<file path="src/rtl/modereg_pkg.sv">
package modereg_pkg;

  typedef enum logic [2:0] {
    ST_IDLE,
    ST_EMRS,
    ST_EMRS_WAIT,
    ST_PRE,
    ST_PRE_WAIT,
    ST_MRS,
    ST_MRD_WAIT
  } seq_state_t;

  typedef enum logic [1:0] {
    CMD_NOP,
    CMD_PRE,
    CMD_MRS
  } cmd_t;

  typedef struct packed {
    logic [2:0] bl;
    logic       bt;
    logic [2:0] cl;
    logic       dll;
  } mode_cfg_t;

  function automatic logic bl_code_ok(input logic [2:0] code);
    return (code == 3'b001) || (code == 3'b010) || (code == 3'b011);
  endfunction

  function automatic logic cl_code_ok(input logic [2:0] code);
    return (code == 3'b011) || (code == 3'b100);
  endfunction

endpackage

</file>
<file path="src/rtl/modereg_cfg_check.sv">
module modereg_cfg_check
  import modereg_pkg::*;
#(
  parameter int ADDR_W = 12
) (
  input  mode_cfg_t          cfg,
  output logic               cfg_ok,
  output logic [ADDR_W-1:0]  cfg_word
);
  // field positions that the memory decodes
  localparam int BL_LSB  = 0;
  localparam int BT_BIT  = 3;
  localparam int CL_LSB  = 4;
  localparam int DLL_BIT = 8;

  assign cfg_ok = bl_code_ok(cfg.bl) && cl_code_ok(cfg.cl);

  always_comb begin
    cfg_word                    = '0;
    cfg_word[BL_LSB +: 3]       = cfg.bl;
    cfg_word[BT_BIT]            = cfg.bt;
    cfg_word[CL_LSB +: 3]       = cfg.cl;
    cfg_word[DLL_BIT]           = cfg.dll;
  end
endmodule

</file>
<file path="src/rtl/modereg_wait_timer.sv">
module modereg_wait_timer #(
  parameter int CNT_W = 2
) (
  input  logic             clk,
  input  logic             rst_n,
  input  logic             load,
  input  logic [CNT_W-1:0] load_val,
  output logic             expired
);
  logic [CNT_W-1:0] cnt_q;

  always_ff @(posedge clk) begin
    if (!rst_n)
      cnt_q <= '0;
    else if (load)
      cnt_q <= load_val;
    else if (cnt_q != '0)
      cnt_q <= cnt_q - CNT_W'(1);
  end

  assign expired = (cnt_q == '0);
endmodule

</file>
<file path="src/rtl/modereg_cmd_drive.sv">
module modereg_cmd_drive
  import modereg_pkg::*;
#(
  parameter int ADDR_W = 12,
  parameter int BA_W   = 2,
  parameter int AP_BIT = 10
) (
  input  cmd_t              cmd,
  input  logic [ADDR_W-1:0] word,
  input  logic [BA_W-1:0]   bank,
  output logic              cs_n,
  output logic              ras_n,
  output logic              cas_n,
  output logic              we_n,
  output logic [ADDR_W-1:0] addr,
  output logic [BA_W-1:0]   ba
);
  always_comb begin
    cs_n  = 1'b0;
    ras_n = 1'b1;
    cas_n = 1'b1;
    we_n  = 1'b1;
    addr  = '0;
    ba    = '0;
    unique case (cmd)
      CMD_PRE: begin
        ras_n        = 1'b0;
        we_n         = 1'b0;
        addr[AP_BIT] = 1'b1;
      end
      CMD_MRS: begin
        ras_n = 1'b0;
        cas_n = 1'b0;
        we_n  = 1'b0;
        addr  = word;
        ba    = bank;
      end
      default: ;
    endcase
  end
endmodule

</file>
<file path="src/rtl/modereg_sequencer.sv">
module modereg_sequencer
  import modereg_pkg::*;
#(
  parameter int ADDR_W = 12,
  parameter int BA_W   = 2,
  parameter int TRP    = 3,
  parameter int TMRD   = 2,
  parameter int AP_BIT = 10
) (
  input  logic              clk,
  input  logic              rst_n,
  input  logic              start,
  input  logic [2:0]        cfg_burst_len,
  input  logic              cfg_interleave,
  input  logic [2:0]        cfg_cas_lat,
  input  logic              cfg_dll_reset,
  input  logic              emr_pending,
  input  logic [ADDR_W-1:0] emr_word,
  input  logic              cke,
  input  logic              banks_idle,
  output logic              cs_n,
  output logic              ras_n,
  output logic              cas_n,
  output logic              we_n,
  output logic [ADDR_W-1:0] addr,
  output logic [BA_W-1:0]   ba,
  output logic              busy,
  output logic              done,
  output logic              err
);
  localparam int MAX_GAP = (TRP > TMRD) ? TRP : TMRD;
  localparam int TMR_W   = $clog2(MAX_GAP + 1);
  localparam logic [TMR_W-1:0] PRE_LOAD = TMR_W'(TRP - 2);
  localparam logic [TMR_W-1:0] MRD_LOAD = TMR_W'(TMRD - 2);

  mode_cfg_t         req_cfg;
  logic              cfg_ok;
  logic [ADDR_W-1:0] cfg_word;
  seq_state_t        state_q, state_d;
  logic [ADDR_W-1:0] word_q, emr_q;
  logic              err_q;
  logic              tmr_load, tmr_zero;
  logic [TMR_W-1:0]  tmr_val;
  logic              accept, reject;
  cmd_t              cmd;
  logic [ADDR_W-1:0] cmd_word;
  logic [BA_W-1:0]   cmd_bank;

  assign req_cfg = '{bl: cfg_burst_len, bt: cfg_interleave,
                     cl: cfg_cas_lat, dll: cfg_dll_reset};

  modereg_cfg_check #(.ADDR_W(ADDR_W)) u_check (
    .cfg      (req_cfg),
    .cfg_ok   (cfg_ok),
    .cfg_word (cfg_word)
  );

  modereg_wait_timer #(.CNT_W(TMR_W)) u_timer (
    .clk      (clk),
    .rst_n    (rst_n),
    .load     (tmr_load),
    .load_val (tmr_val),
    .expired  (tmr_zero)
  );

  assign accept = start && (state_q == ST_IDLE) && cfg_ok && cke && banks_idle;
  assign reject = start && (state_q == ST_IDLE) && !(cfg_ok && cke && banks_idle);

  always_comb begin
    state_d  = state_q;
    tmr_load = 1'b0;
    tmr_val  = '0;
    unique case (state_q)
      ST_IDLE:      if (accept) state_d = emr_pending ? ST_EMRS : ST_PRE;
      ST_EMRS: begin
        tmr_load = 1'b1;
        tmr_val  = MRD_LOAD;
        state_d  = ST_EMRS_WAIT;
      end
      ST_EMRS_WAIT: if (tmr_zero) state_d = ST_PRE;
      ST_PRE: begin
        tmr_load = 1'b1;
        tmr_val  = PRE_LOAD;
        state_d  = ST_PRE_WAIT;
      end
      ST_PRE_WAIT:  if (tmr_zero) state_d = ST_MRS;
      ST_MRS: begin
        tmr_load = 1'b1;
        tmr_val  = MRD_LOAD;
        state_d  = ST_MRD_WAIT;
      end
      ST_MRD_WAIT:  if (tmr_zero) state_d = ST_IDLE;
      default:      state_d = ST_IDLE;
    endcase
  end

  always_ff @(posedge clk) begin
    if (!rst_n) begin
      state_q <= ST_IDLE;
      word_q  <= '0;
      emr_q   <= '0;
      err_q   <= 1'b0;
    end else begin
      state_q <= state_d;
      err_q   <= reject;
      if (accept) begin
        word_q <= cfg_word;
        emr_q  <= emr_word;
      end
    end
  end

  always_comb begin
    cmd      = CMD_NOP;
    cmd_word = '0;
    cmd_bank = '0;
    unique case (state_q)
      ST_EMRS: begin
        cmd      = CMD_MRS;
        cmd_word = emr_q;
        cmd_bank = BA_W'(1);
      end
      ST_PRE:  cmd = CMD_PRE;
      ST_MRS: begin
        cmd      = CMD_MRS;
        cmd_word = word_q;
      end
      default: ;
    endcase
  end

  modereg_cmd_drive #(.ADDR_W(ADDR_W), .BA_W(BA_W), .AP_BIT(AP_BIT)) u_drive (
    .cmd   (cmd),
    .word  (cmd_word),
    .bank  (cmd_bank),
    .cs_n  (cs_n),
    .ras_n (ras_n),
    .cas_n (cas_n),
    .we_n  (we_n),
    .addr  (addr),
    .ba    (ba)
  );

  assign busy = (state_q != ST_IDLE);
  assign done = (state_q == ST_MRD_WAIT) && tmr_zero;
  assign err  = err_q;

  // ---------------- assertions ----------------
  logic        pin_pre, pin_mrs, pin_cmd;
  logic [15:0] since_pre, since_mw;
  logic        pre_seen, mw_seen;

  assign pin_pre = !cs_n && !ras_n && cas_n && !we_n;
  assign pin_mrs = !cs_n && !ras_n && !cas_n && !we_n;
  assign pin_cmd = !cs_n && !(ras_n && cas_n && we_n);

  always_ff @(posedge clk) begin
    if (!rst_n) begin
      since_pre <= '0;
      since_mw  <= '0;
      pre_seen  <= 1'b0;
      mw_seen   <= 1'b0;
    end else begin
      if (pin_pre) begin
        since_pre <= 16'd1;
        pre_seen  <= 1'b1;
      end else if (since_pre != 16'hFFFF) begin
        since_pre <= since_pre + 16'd1;
      end
      if (pin_mrs) begin
        since_mw <= 16'd1;
        mw_seen  <= 1'b1;
      end else if (since_mw != 16'hFFFF) begin
        since_mw <= since_mw + 16'd1;
      end
    end
  end

  assert_pre_spacing_R3: assert property (@(posedge clk) disable iff (!rst_n)
    (pin_mrs && ba == '0) |-> (pre_seen && since_pre == 16'(TRP)));

  assert_mrd_gap_R6: assert property (@(posedge clk) disable iff (!rst_n)
    (pin_cmd && mw_seen) |-> (since_mw >= 16'(TMRD)));

  assert_done_pulse_R6: assert property (@(posedge clk) disable iff (!rst_n)
    done |=> (!done && !busy));

  assert_err_quiet_R7: assert property (@(posedge clk) disable iff (!rst_n)
    err |-> (!pin_cmd && !busy));

  assert_word_fields_R4: assert property (@(posedge clk) disable iff (!rst_n)
    (pin_mrs && ba == '0) |-> (!addr[7] && addr[ADDR_W-1:9] == '0 &&
                               bl_code_ok(addr[2:0]) && cl_code_ok(addr[6:4])));

  assert_busy_start_R10: assert property (@(posedge clk) disable iff (!rst_n)
    $rose(busy) |-> $past(start));

endmodule

</file>
<file path="config.mk">
export PLATFORM = sky130hd
export DESIGN_NAME = modereg_sequencer
export DESIGN_NICKNAME = d
export VERILOG_FILES = /design/src/rtl/modereg_pkg.sv /design/src/rtl/modereg_cfg_check.sv /design/src/rtl/modereg_wait_timer.sv /design/src/rtl/modereg_cmd_drive.sv /design/src/rtl/modereg_sequencer.sv
export SDC_FILE = /design/constraint.sdc
export NUM_CORES = 1
export LEC_CHECK = 0
export BUFFER_PORTS_ARGS = -buffer_cell sky130_fd_sc_hd__buf_4
export CORE_UTILIZATION = 44
export CTS_CLUSTER_DIAMETER = 150
export DETAILED_ROUTE_END_ITERATION = 8
export PLACE_DENSITY = 0.85
export SLEW_MARGIN = 20
export SYNTH_ARGS = -nofsm -noshare
export SYNTH_HDL_FRONTEND = slang
export SYNTH_SLANG_ARGS = --single-unit
</file>
<file path="constraint.sdc">
create_clock -name clk -period 1.6 [get_ports clk]
set_input_delay 0.16 -clock clk [delete_from_list [all_inputs] [get_ports clk]]
set_output_delay 0.16 -clock clk [all_outputs]
set_load 0.01 [all_outputs]
</file>
After elaboration in Yosys (flattened, before gate mapping)
Cells that the tools add are included.
{"block": "op_classes", "addsub": 1, "eq_ne": 17, "muxes": 19, "reduce_logical": 22}
{"op": "one-hot mux 12 bit (2 select lines)", "n": 1}
{"op": "one-hot mux 3 bit (7 select lines)", "n": 1}
{"op": "== test 3 x 2 -> 1 bit (second input constant)", "n": 5}
{"op": "== test 3 bit (second input constant)", "n": 4}
{"op": "two-way mux 3 bit", "n": 4}
{"op": "two-way mux 10 bit", "n": 1}
{"op": "logical AND 1 bit", "n": 9}
{"op": "inequality test 2 bit (second input constant)", "n": 4}
{"op": "two-way mux 1 bit", "n": 7}
{"op": "== test 3 x 1 -> 1 bit (second input constant)", "n": 2}
{"op": "two-way mux 2 bit", "n": 3}
{"op": "one-hot mux 2 bit (2 select lines)", "n": 1}
{"op": "AND reduction 4 bit", "n": 1}
{"op": "nonzero test 2 bit", "n": 2}
{"op": "OR reduction 2 bit", "n": 2}
{"op": "logical NOT 3 bit", "n": 1}
{"op": "logical OR 1 bit", "n": 3}
{"op": "nonzero test 3 bit", "n": 1}
{"op": "OR reduction 3 bit", "n": 1}
{"op": "== test 2 x 1 -> 1 bit (second input constant)", "n": 1}
{"op": "== test 2 bit (second input constant)", "n": 1}
{"op": "logical NOT 2 bit", "n": 1}
{"op": "one-hot mux 1 bit (2 select lines)", "n": 1}
{"op": "subtractor 2 x 1 -> 2 bit (second input constant)", "n": 1}
{"op": "logical NOT 1 bit", "n": 1}
{"block": "totals", "regBits": 26, "input_bits": 26, "out_inout_bits": 21, "elab_cells": 64}

Logic depth before layout (Yosys ltp)
Gate-level depths: netlist of the first run.
{"block": "depth", "word_depth": 9, "depth_mapped": 7, "depth_no_buf": 6}

Hierarchy
A second synthesis of the first run with hierarchy kept.
{"block": "unflattened", "cells_unflattened": 224, "area_unflattened_um2": 1851.8}
{"mod": "modereg_sequencer", "instances": 1, "cells_each": 170, "area_each_um2": 1433.9, "seq_area_each_um2": 560.5}
{"mod": "modereg_cmd_drive", "instances": 1, "cells_each": 24, "area_each_um2": 167.7, "seq_area_each_um2": 0.0}
{"mod": "modereg_cfg_check", "instances": 1, "cells_each": 17, "area_each_um2": 126.4, "seq_area_each_um2": 0.0}
{"mod": "modereg_wait_timer", "instances": 1, "cells_each": 13, "area_each_um2": 123.9, "seq_area_each_um2": 40.0}

Least setup slack after synthesis of the first run
No wires, ideal clock.
{"block": "synth_timing", "path_type": "register to register", "from": "register state_q[1]", "to": "register word_q[5]", "setup_ns": 0.072, "arrival_time_ns": 1.721, "required_time_ns": 1.528, "setup_slack_ns": -0.192, "stages_incl_launch_ff": 7, "n_path_buf": 3, "synth_period_minus_slack_ns": 1.792, "path_cell_list": "dfxtp_1 -> buf_6 -> or4b_4 -> a2111oi_4 -> buf_6 -> buf_12 -> mux2i_1"}
{"block": "synth_via", "elab_chain_len": 5}
{"item": "start, declared", "line_no": "modereg_sequencer.sv:39", "text": "seq_state_t state_q, state_d;"}
{"item": "start signal, assigned", "line_no": "modereg_sequencer.sv:104", "text": "state_q <= state_d;"}
{"item": "logical NOT 3 bit", "line_no": "modereg_sequencer.sv:66", "text": "assign accept = start && (state_q == ST_IDLE) && cfg_ok && cke && banks_idle;"}
{"item": "logical AND 1 bit (4 in series)", "line_no": "modereg_sequencer.sv:66"}
{"item": "end signal, assigned", "line_no": "modereg_sequencer.sv:107", "text": "word_q <= cfg_word;"}
{"item": "end, declared", "line_no": "modereg_sequencer.sv:40", "text": "logic [ADDR_W-1:0] word_q, emr_q;"}
Every way passes these cells.
A chain may end at the register's enable or synchronous reset.

Worst setup path in the final report of the first run
{"block": "layout_timing", "from": "register state_q[0]", "to": "output addr[10]"}
{"block": "layout_via", "elab_chain_len": 5, "word_cells_on_any_way": 9, "cone_classes": "eq/ne (5); mux (3); reduce/logical (1)"}
{"item": "== test 3 x 1 -> 1 bit / == test 3 bit (equally long branches)", "line_no": "modereg_sequencer.sv:117", "text": "unique case (state_q)"}
{"item": "OR reduction 2 bit (no source line)"}
{"item": "one-hot mux 2 bit (2 select lines)", "line_no": "modereg_sequencer.sv:117"}
{"item": "== test 2 bit / == test 2 x 1 -> 1 bit (equally long branches)", "line_no": "modereg_cmd_drive.sv:25", "text": "unique case (cmd)"}
{"item": "one-hot mux 1 bit (2 select lines) *", "line_no": "modereg_cmd_drive.sv:25"}
{"item": "end, declared", "line_no": "modereg_sequencer.sv:25", "text": "output logic [ADDR_W-1:0] addr,"}
Every way passes the cells marked *; elsewhere a longest branch is shown, timed or not.

==> impl_metrics.csv, run 1 <==
group,metric,value,unit
run_status,status,"finished with violations",
run_status,failed_checks,"setup timing",
critical_path,cp.arrival,1630,ps
synthesis,synth-async-reset-ratio,0,%
synthesis,synthCells,162,
global_routing,grt_pass1_wl,5547,um
drt,num_vias,1288,
drt,drcViolationCount,0,
hold_path,holdPathEnd,"emr_q[1]",
clock_tree,cts.htree.levels,1,
clock_tree,clk_pin_slew,140,ps
critical_path,rr_worst_depth,4,
timing,hold_violations,0,
drt,via_per_inst,4.954,
final_layout,fillers,227,
clock_tree,cts_tree,"done",
die,core.rowCount,20,
hold_path,hold_path_depth,3,
place,dp_cells,249,
die,ioPinCount,47,
synthesis,yosysTopAreaCellShare,37.55,%
clock_tree,cts_buffer_depth,2,
synthesis,synth_top_family_by_area,"simple AND/OR/NAND/NOR gates",
drt,avgRoutedWirePerCell,13.04,um
power,p_per_area,674.0,nW/um2
synthesis,ys.warnings.count,0,
place,io_buffers,44,
global_routing,grt-ovfl-total,0,
place,place.gp.congestion,0.8124,
timing,final.min_clock_period,1795,ps
place,dp.final_hpwl,2114,um
place,post-place-ws,-136.6,ps
synthesis,ys_seq_area_share,37.55,%
critical_path,r2r_setup_slack,-150,ps
drt,ant_nets,0,
timing,setup_slack,-194.7,ps
global_routing,antenna_found_initial,0,
power,p_leak,0.0008258,uW
critical_path,critPathLaunchType,"register",
critical_path,r2r_end,"word_q[6]",
final_layout,syn_to_final_growth,48.92,%
synthesis,yosys.area_share.simple,22.74,%
timing,rsz0062_at_grt,"true",
hold_path,worstHoldStart,"emr_word[1]",
timing,slew_viol_final,0,
synthesis,syn_area,1386,um2
timing,clock.fmax,557.2,MHz
synthesis,yosys.area.top_type,"dfxtp_1",
drt,drt_iter0_drc,23,
hold_path,hp-class,"input pin to register",
final_layout,seq_area,524.3,um2
global_routing,grt_pass1_vias,1218,
synthesis,syn-mean-instance-area,8.558,um2
global_routing,grt_max_degree,42,
critical_path,crit-reg2reg-launch,"state_q[0]",
die,die_y,58.13,um
timing,clock-skew-final,6.251,ps
die,dieWidth,58.13,um
timing,min_period_over_period,112.2,%
synthesis,synth_xor_area_share,0.6318,%
final_layout,multi_input_area,859.6,um2
critical_path,crit_fanout,4,
final_layout,post-route-util,68.18,%
die,start_util,45.79,%
synthesis,synth.area.top_cells,"dfxtp_1 38%, mux2i_1 19%, nand2_1 11%",
die,core,3028,um2
critical_path,end_kind,"output port",
synthesis,synth_cell_types,31,
synthesis,synth_compound_area_share,7.852,%
global_routing,grtUsageTotal,21.28,%
final_layout,n_antenna_cell,0,
job,drv_cap,0,
critical_path,cp.required,1440,ps
synthesis,ys.flop_type,"dfxtp_1",
drt,drt_pass1_iterations,4,
synthesis,synth_mux_area_share,19.49,%
synthesis,yosys_register_bits,26,
power,ir_drop,725.7,uV
timing,setup_violations,36,
final_layout,stdcell_count,260,
clock_tree,clock-sinks,26,
clock_tree,cts-root-buf,"clkbuf_4",
clock_tree,clock_latency,330,ps
synthesis,synthAdderAreaFrac,2.708,%
clock_tree,cts_hold_buf,0,
drt,drt-total-wl,3391,um
final_layout,drive_gt1_share,43.52,%
final_layout,nets,246,
die,dieArea,3379,um2
clock_tree,cts_buffers,3,
synthesis,synth_edf_count,0,
critical_path,path_class,"register to output port",
-- routing by layer --
layer  global-route usage [%]  part of all wire [%]  vias up  wire (um)
met5                        0                     0        -          0
met4                    5.102                   1.3        0         43
met3                    5.134                   3.4        6        114
met1                    27.49                    44      609       1503
met2                    35.80                    51       27       1730
li1                         -                     -      646          -
-- logic make-up after synthesis --
kind of cell | after synthesis
adder cells (fa/ha/maj) | 3
XOR/XNOR | 1
flip-flops | 26
multiplexers | 27
AO/OA/AOI/OAI | 14
AND/OR/NAND/NOR | 69
buffers and inverters | 21
other | 1
-- timing repair --
| item | 4_1_cts | 5_1_grt |
|---|---|---|
| pin swaps | 3 | 4 |
| setup endpoints to repair | 37 | 38 |
| endpoints found under the hold margin | 0 | 0 |
| gates resized for setup | 40 | 10 |
| buffers inserted | 7 | 0 |
-- cell usage after synthesis, types with 2 or more instances --
library cell,number
a211oi_1,2
a21oi_1,5
nand3b_1,2
nor3b_1,2
and3_1,4
inv_1,7
buf_6,2
nand2_1,42
nor2_1,10
buf_4,3
dfxtp_1,26
o21ai_0,2
ha_1,3
mux2i_1,27
nor3_1,2
clkbuf_1,7
nor2b_1,2
-- how the worst max path moves through the flow --
| stage | start | endpoint | slack [ps] | cells past startpoint |
|---|---|---|---|---|
| 2_1_floorplan | state_q[1] | word_q[5] | -190 | 6 |
| 3_3_place_gp | cfg_cas_lat[0] | emr_q[9] | -80 | 5 |
| 3_5_place_dp | cfg_cas_lat[0] | emr_q[11] | -140 | 5 |
| 4_1_cts | state_q[0] | addr[10] | -190 | 8 |
| 5_1_grt | state_q[0] | addr[10] | -260 | 8 |
| 6_report | state_q[0] | addr[10] | -190 | 8 |
-- worst max-delay path, cell delays in order, from the launching register on --
cell	delay [ps]
dfxtp_2	360
buf_6	120
nor2b_4	190
buf_6	140
inv_4	30
ha_4	150
a31oi_4	130
nor2_1	50
buf_4	130
-- placed cells by master (no fill, tap or decap), types with 3 or more instances in the layout --
| cell type | instances |
|---|---|
| a21oi_1 | 4 |
| and3_4 | 3 |
| buf_4 | 47 |
| buf_6 | 15 |
| clkbuf_4 | 3 |
| dfxtp_1 | 23 |
| dfxtp_2 | 3 |
| inv_1 | 4 |
| mux2i_1 | 27 |
| nand2_1 | 41 |
| nor2_1 | 5 |
| nor2_2 | 5 |
-- report_power, final --
part | internal, uW | switching (uW) | leakage (uW) | total [uW]
clock network | 254 | 196 | 0.0000279 | 449
logic | 135 | 126 | 0.000586 | 261
registers | 670 | 11.6 | 0.000212 | 681
-- per-stage QoR --
stage	power [uW]	area [um2]	hold WS (ps)	setup TNS (ps)
6_report	1391	2064	66.86	-3658
4_1_cts	1388	2034	57.08	-3890
2_1_floorplan	846.1	1390	302.1	-2719
3_3_place_gp	923.3	1770	419.1	-1210
3_5_place_dp	928.3	1770	425.1	-1829
5_1_grt	1467	2064	53.87	-6557
-- registers in the layout, summed over array words and instances, names as in the netlist --
name,cells
emr_q,12
err,1
state_q,3
u_timer.cnt_q,2
word_q,8
-- final cells by class --
cell class / count / area share (%)
clock buffers: 3 / 1.091
clock inverters: 1 / 1.455
inverters: 7 / 1.515
multi-input cells: 116 / 41.64
flip-flops and latches: 26 / 25.39
well taps: 44 / 2.667
repair buffers: 63 / 26.24
No activity file was read; power rests on OpenSTA's default activity.
==> run 2, diff against run 1 <==
Settings changed: CORE_UTILIZATION 44 to 48, GPL_TIMING_DRIVEN set to 0, PLACE_DENSITY 0.85 to 0.87, SYNTH_HIERARCHICAL set to 1.
==> run 2 against run 1 <==
The run still ends with setup timing left. First-iteration DRC count grew to 4.2 times the previous value. Combinational power is 34% higher. Highest routed layer unchanged. Critical path depth stayed put. Clock power is 120% higher. Via count is 32% higher.
==> impl_metrics.csv, run 2 <==
group,metric,value,unit
timing,rsz0062_at_grt,"true",
critical_path,slowest_delay,340,ps
die,core,3689,um2
power,ir_drop,538.2,uV
place,dp.final_hpwl,2896,um
clock_tree,cts.htree.levels,2,
synthesis,yosysTopAreaCellShare,32.43,%
critical_path,crit_fanout,6,
synthesis,ys_seq_area_share,32.43,%
drt,drt_iter0_drc,97,
critical_path,path_class,"register to output port",
power,switching_share,23.47,%
synthesis,yosys_register_bits,30,
die,start_util,50.20,%
synthesis,syn_area,1852,um2
clock_tree,cts_tree,"done",
critical_path,critPathSlowestCell,"dfxtp_2",
critical_path,end_kind,"output port",
global_routing,antenna_found_initial,0,
synthesis,yosysMostFrequentCell,"nand2_1",
final_layout,layout_commonest_cell,"nand2_1",
die,core.rowCount,22,
critical_path,cp_common_cell,"buf_6",
hold_path,hold_path_depth,3,
critical_path,rr_worst_depth,6,
power,p_int,1619,uW
timing,min_period_over_period,111.8,%
power,p_per_area,772.0,nW/um2
timing,hold_violations,0,
timing,clock.fmax,559.3,MHz
synthesis,ys.warnings.count,6,
run_status,failed_checks,"setup timing",
drt,ant_nets,0,
timing,final.min_clock_period,1788,ps
power,p_seq_share,37.3,%
global_routing,grt_pass1_wl,7376,um
place,io_buffers,42,
place,post-place-ws,-260.9,ps
drt,avgRoutedWirePerCell,13.97,um
clock_tree,clk_pin_slew,70,ps
final_layout,finalInstanceArea,2740,um2
timing,clock-skew-final,4.071,ps
drt,drt-total-wl,4751,um
final_layout,final_cell_mix,"50 x nand2_1, 48 x buf_4, 35 x mux2i_1",
timing,max_slew_margin,65.30,%
die,dieWidth,64.11,um
hold_path,hp-class,"input pin to register",
global_routing,grtUsageTotal,23.87,%
place,place.gp.congestion,0.8235,
synthesis,synth-async-reset-ratio,0,%
synthesis,synth_cell_types,35,
timing,setup_slack,-188.1,ps
drt,num_vias,1696,
clock_tree,cts_buffers,5,
synthesis,yosys.area.top_type,"dfxtp_1",
hold_path,worstHoldStart,"emr_word[7]",
critical_path,crit-reg2reg-launch,"state_q[0]",
clock_tree,clock_latency,290,ps
clock_tree,clock-sinks,30,
synthesis,synth_edf_count,0,
timing,worst_pin_slew,520.5,ps
power,p_switching,496.5,uW
die,dieArea,4110,um2
power,p_leak,0.001131,uW
final_layout,largestRegisters,"emr_q (12), word_q (12), state_q (3)",
synthesis,netlist_top_cells_count,"51 x nand2_1, 36 x mux2i_1, 30 x dfxtp_1",
die,ioPinCount,47,
critical_path,r2r_setup_slack,-100,ps
critical_path,r2r_end,"emr_q[1]",
drt,drt_pass1_iterations,4,
final_layout,nets,320,
drt,drcViolationCount,0,
clock_tree,cts_buffer_depth,2,
synthesis,syn-mean-instance-area,8.267,um2
synthesis,synth.area.top_cells,"dfxtp_1 32%, mux2i_1 19%, nand2_1 10%",
final_layout,n_antenna_cell,0,
timing,slew_viol_final,0,
critical_path,cp.required,1440,ps
critical_path,path_cells,"buf_8, nand2_2, nor2_4, inv_1, ha_4, buf_6, and2_4, buf_6",
global_routing,grt-ovfl-total,0,
drt,via_per_inst,4.988,
global_routing,grt_max_degree,11,
final_layout,drive_gt1_share,41.10,%
clock_tree,cts-root-buf,"clkbuf_8",
global_routing,grt_pass1_vias,1649,
synthesis,synthCells,224,
critical_path,critPathLaunchType,"register",
power,combPwrFrac,16.5,%
timing,setup_violations,33,
job,drv_cap,0,
hold_path,holdPathEnd,"emr_q[7]",
run_status,status,"finished with violations",
critical_path,cp.arrival,1630,ps
place,place_area,2256,um2
synthesis,ys.flop_type,"dfxtp_1",
timing,hold_slack,123.5,ps
final_layout,syn_to_final_growth,47.97,%
clock_tree,cts_hold_buf,0,
power,clkPwrFrac,46.2,%
die,die_y,64.11,um
## run 2: worst max-delay path by stage
stage / to / slack, ps / startpoint
global route: addr[3] / -240 / state_q[1]
finish: addr[3] / -190 / state_q[1]
global placement: addr[3] / -250 / state_q[1]
detailed placement: addr[3] / -260 / state_q[1]
CTS: addr[3] / -180 / state_q[1]
floorplan: emr_q[10] / 40 / cfg_cas_lat[1]
## run 2: critical path: cells and delay by family (launching register included)
kind,cells,cell delay [ps]
buf+inv,4,440
simple gates,3,360
flops,1,340
fa+ha+maj,1,190
## run 2: repair_timing
action	in CTS	in global routing
resized for setup	49	16
pin swaps	3	1
setup endpoints to repair	37	38
cloned	2	1
setup buffers	10	2
## run 2: cell type report
class,count,area (um2)
buffer,28,252.7
timing repair buffer,56,525.5
multi-input combinational,162,1112
sequential,30,604.3
tap,48,60.06
clock inverter,2,60.06
clock buffer,6,82.58
inverter,8,42.54
fill,238,948.4
## run 2: kinds of logic (layout without fill, tap and decap cells)
| family | count (synthesis) | in the layout | synth area share (%) |
|---|---|---|---|
| AOI/OAI and AO/OA | 13 | 13 | 4.730 |
| xor gates and xnor gates | 1 | 1 | 0.4731 |
| adders and majority gates | 3 | 3 | 2.027 |
| buffers and inverters | 36 | 100 | 12.70 |
| DFF | 30 | 30 | 32.43 |
| muxes | 36 | 36 | 19.46 |
| other | 3 | 7 | 0.6081 |
| and+or+nand+nor | 102 | 102 | 27.57 |
## run 2: power groups by stage
stage | registers [uW] | clock network [uW] | logic [uW]
after detailed placement | 802 | 0 | 291
final | 789 | 977 | 350
after floorplan | 800 | 0 | 199
after global routing | 792 | 1010 | 392
after global placement | 801 | 0 | 278
after CTS | 785 | 982 | 305
## run 2: stage by stage
step                instances  total power (uW)  util, %  TNS [ps]
finish                    340              2115    74.29     -3552
CTS                       338              2073    72.32     -4147
global route              340              2197    74.29     -4799
detailed placement        318              1093    61.16     -7473
floorplan                 228             998.9        -         0
global placement          318              1079    61.16     -6811
## run 2: layer usage
layer / GRT usage [%] / vias to the layer above / share of wire (%) / routed length [um]
met4: 11.39 / 0 / 1.5 / 72
met3: 6.250 / 8 / 4.0 / 188
met5: 0 / - / 0 / 0
li1: - / 835 / - / -
met2: 41.62 / 48 / 52 / 2461
met1: 26.87 / 805 / 43 / 2029
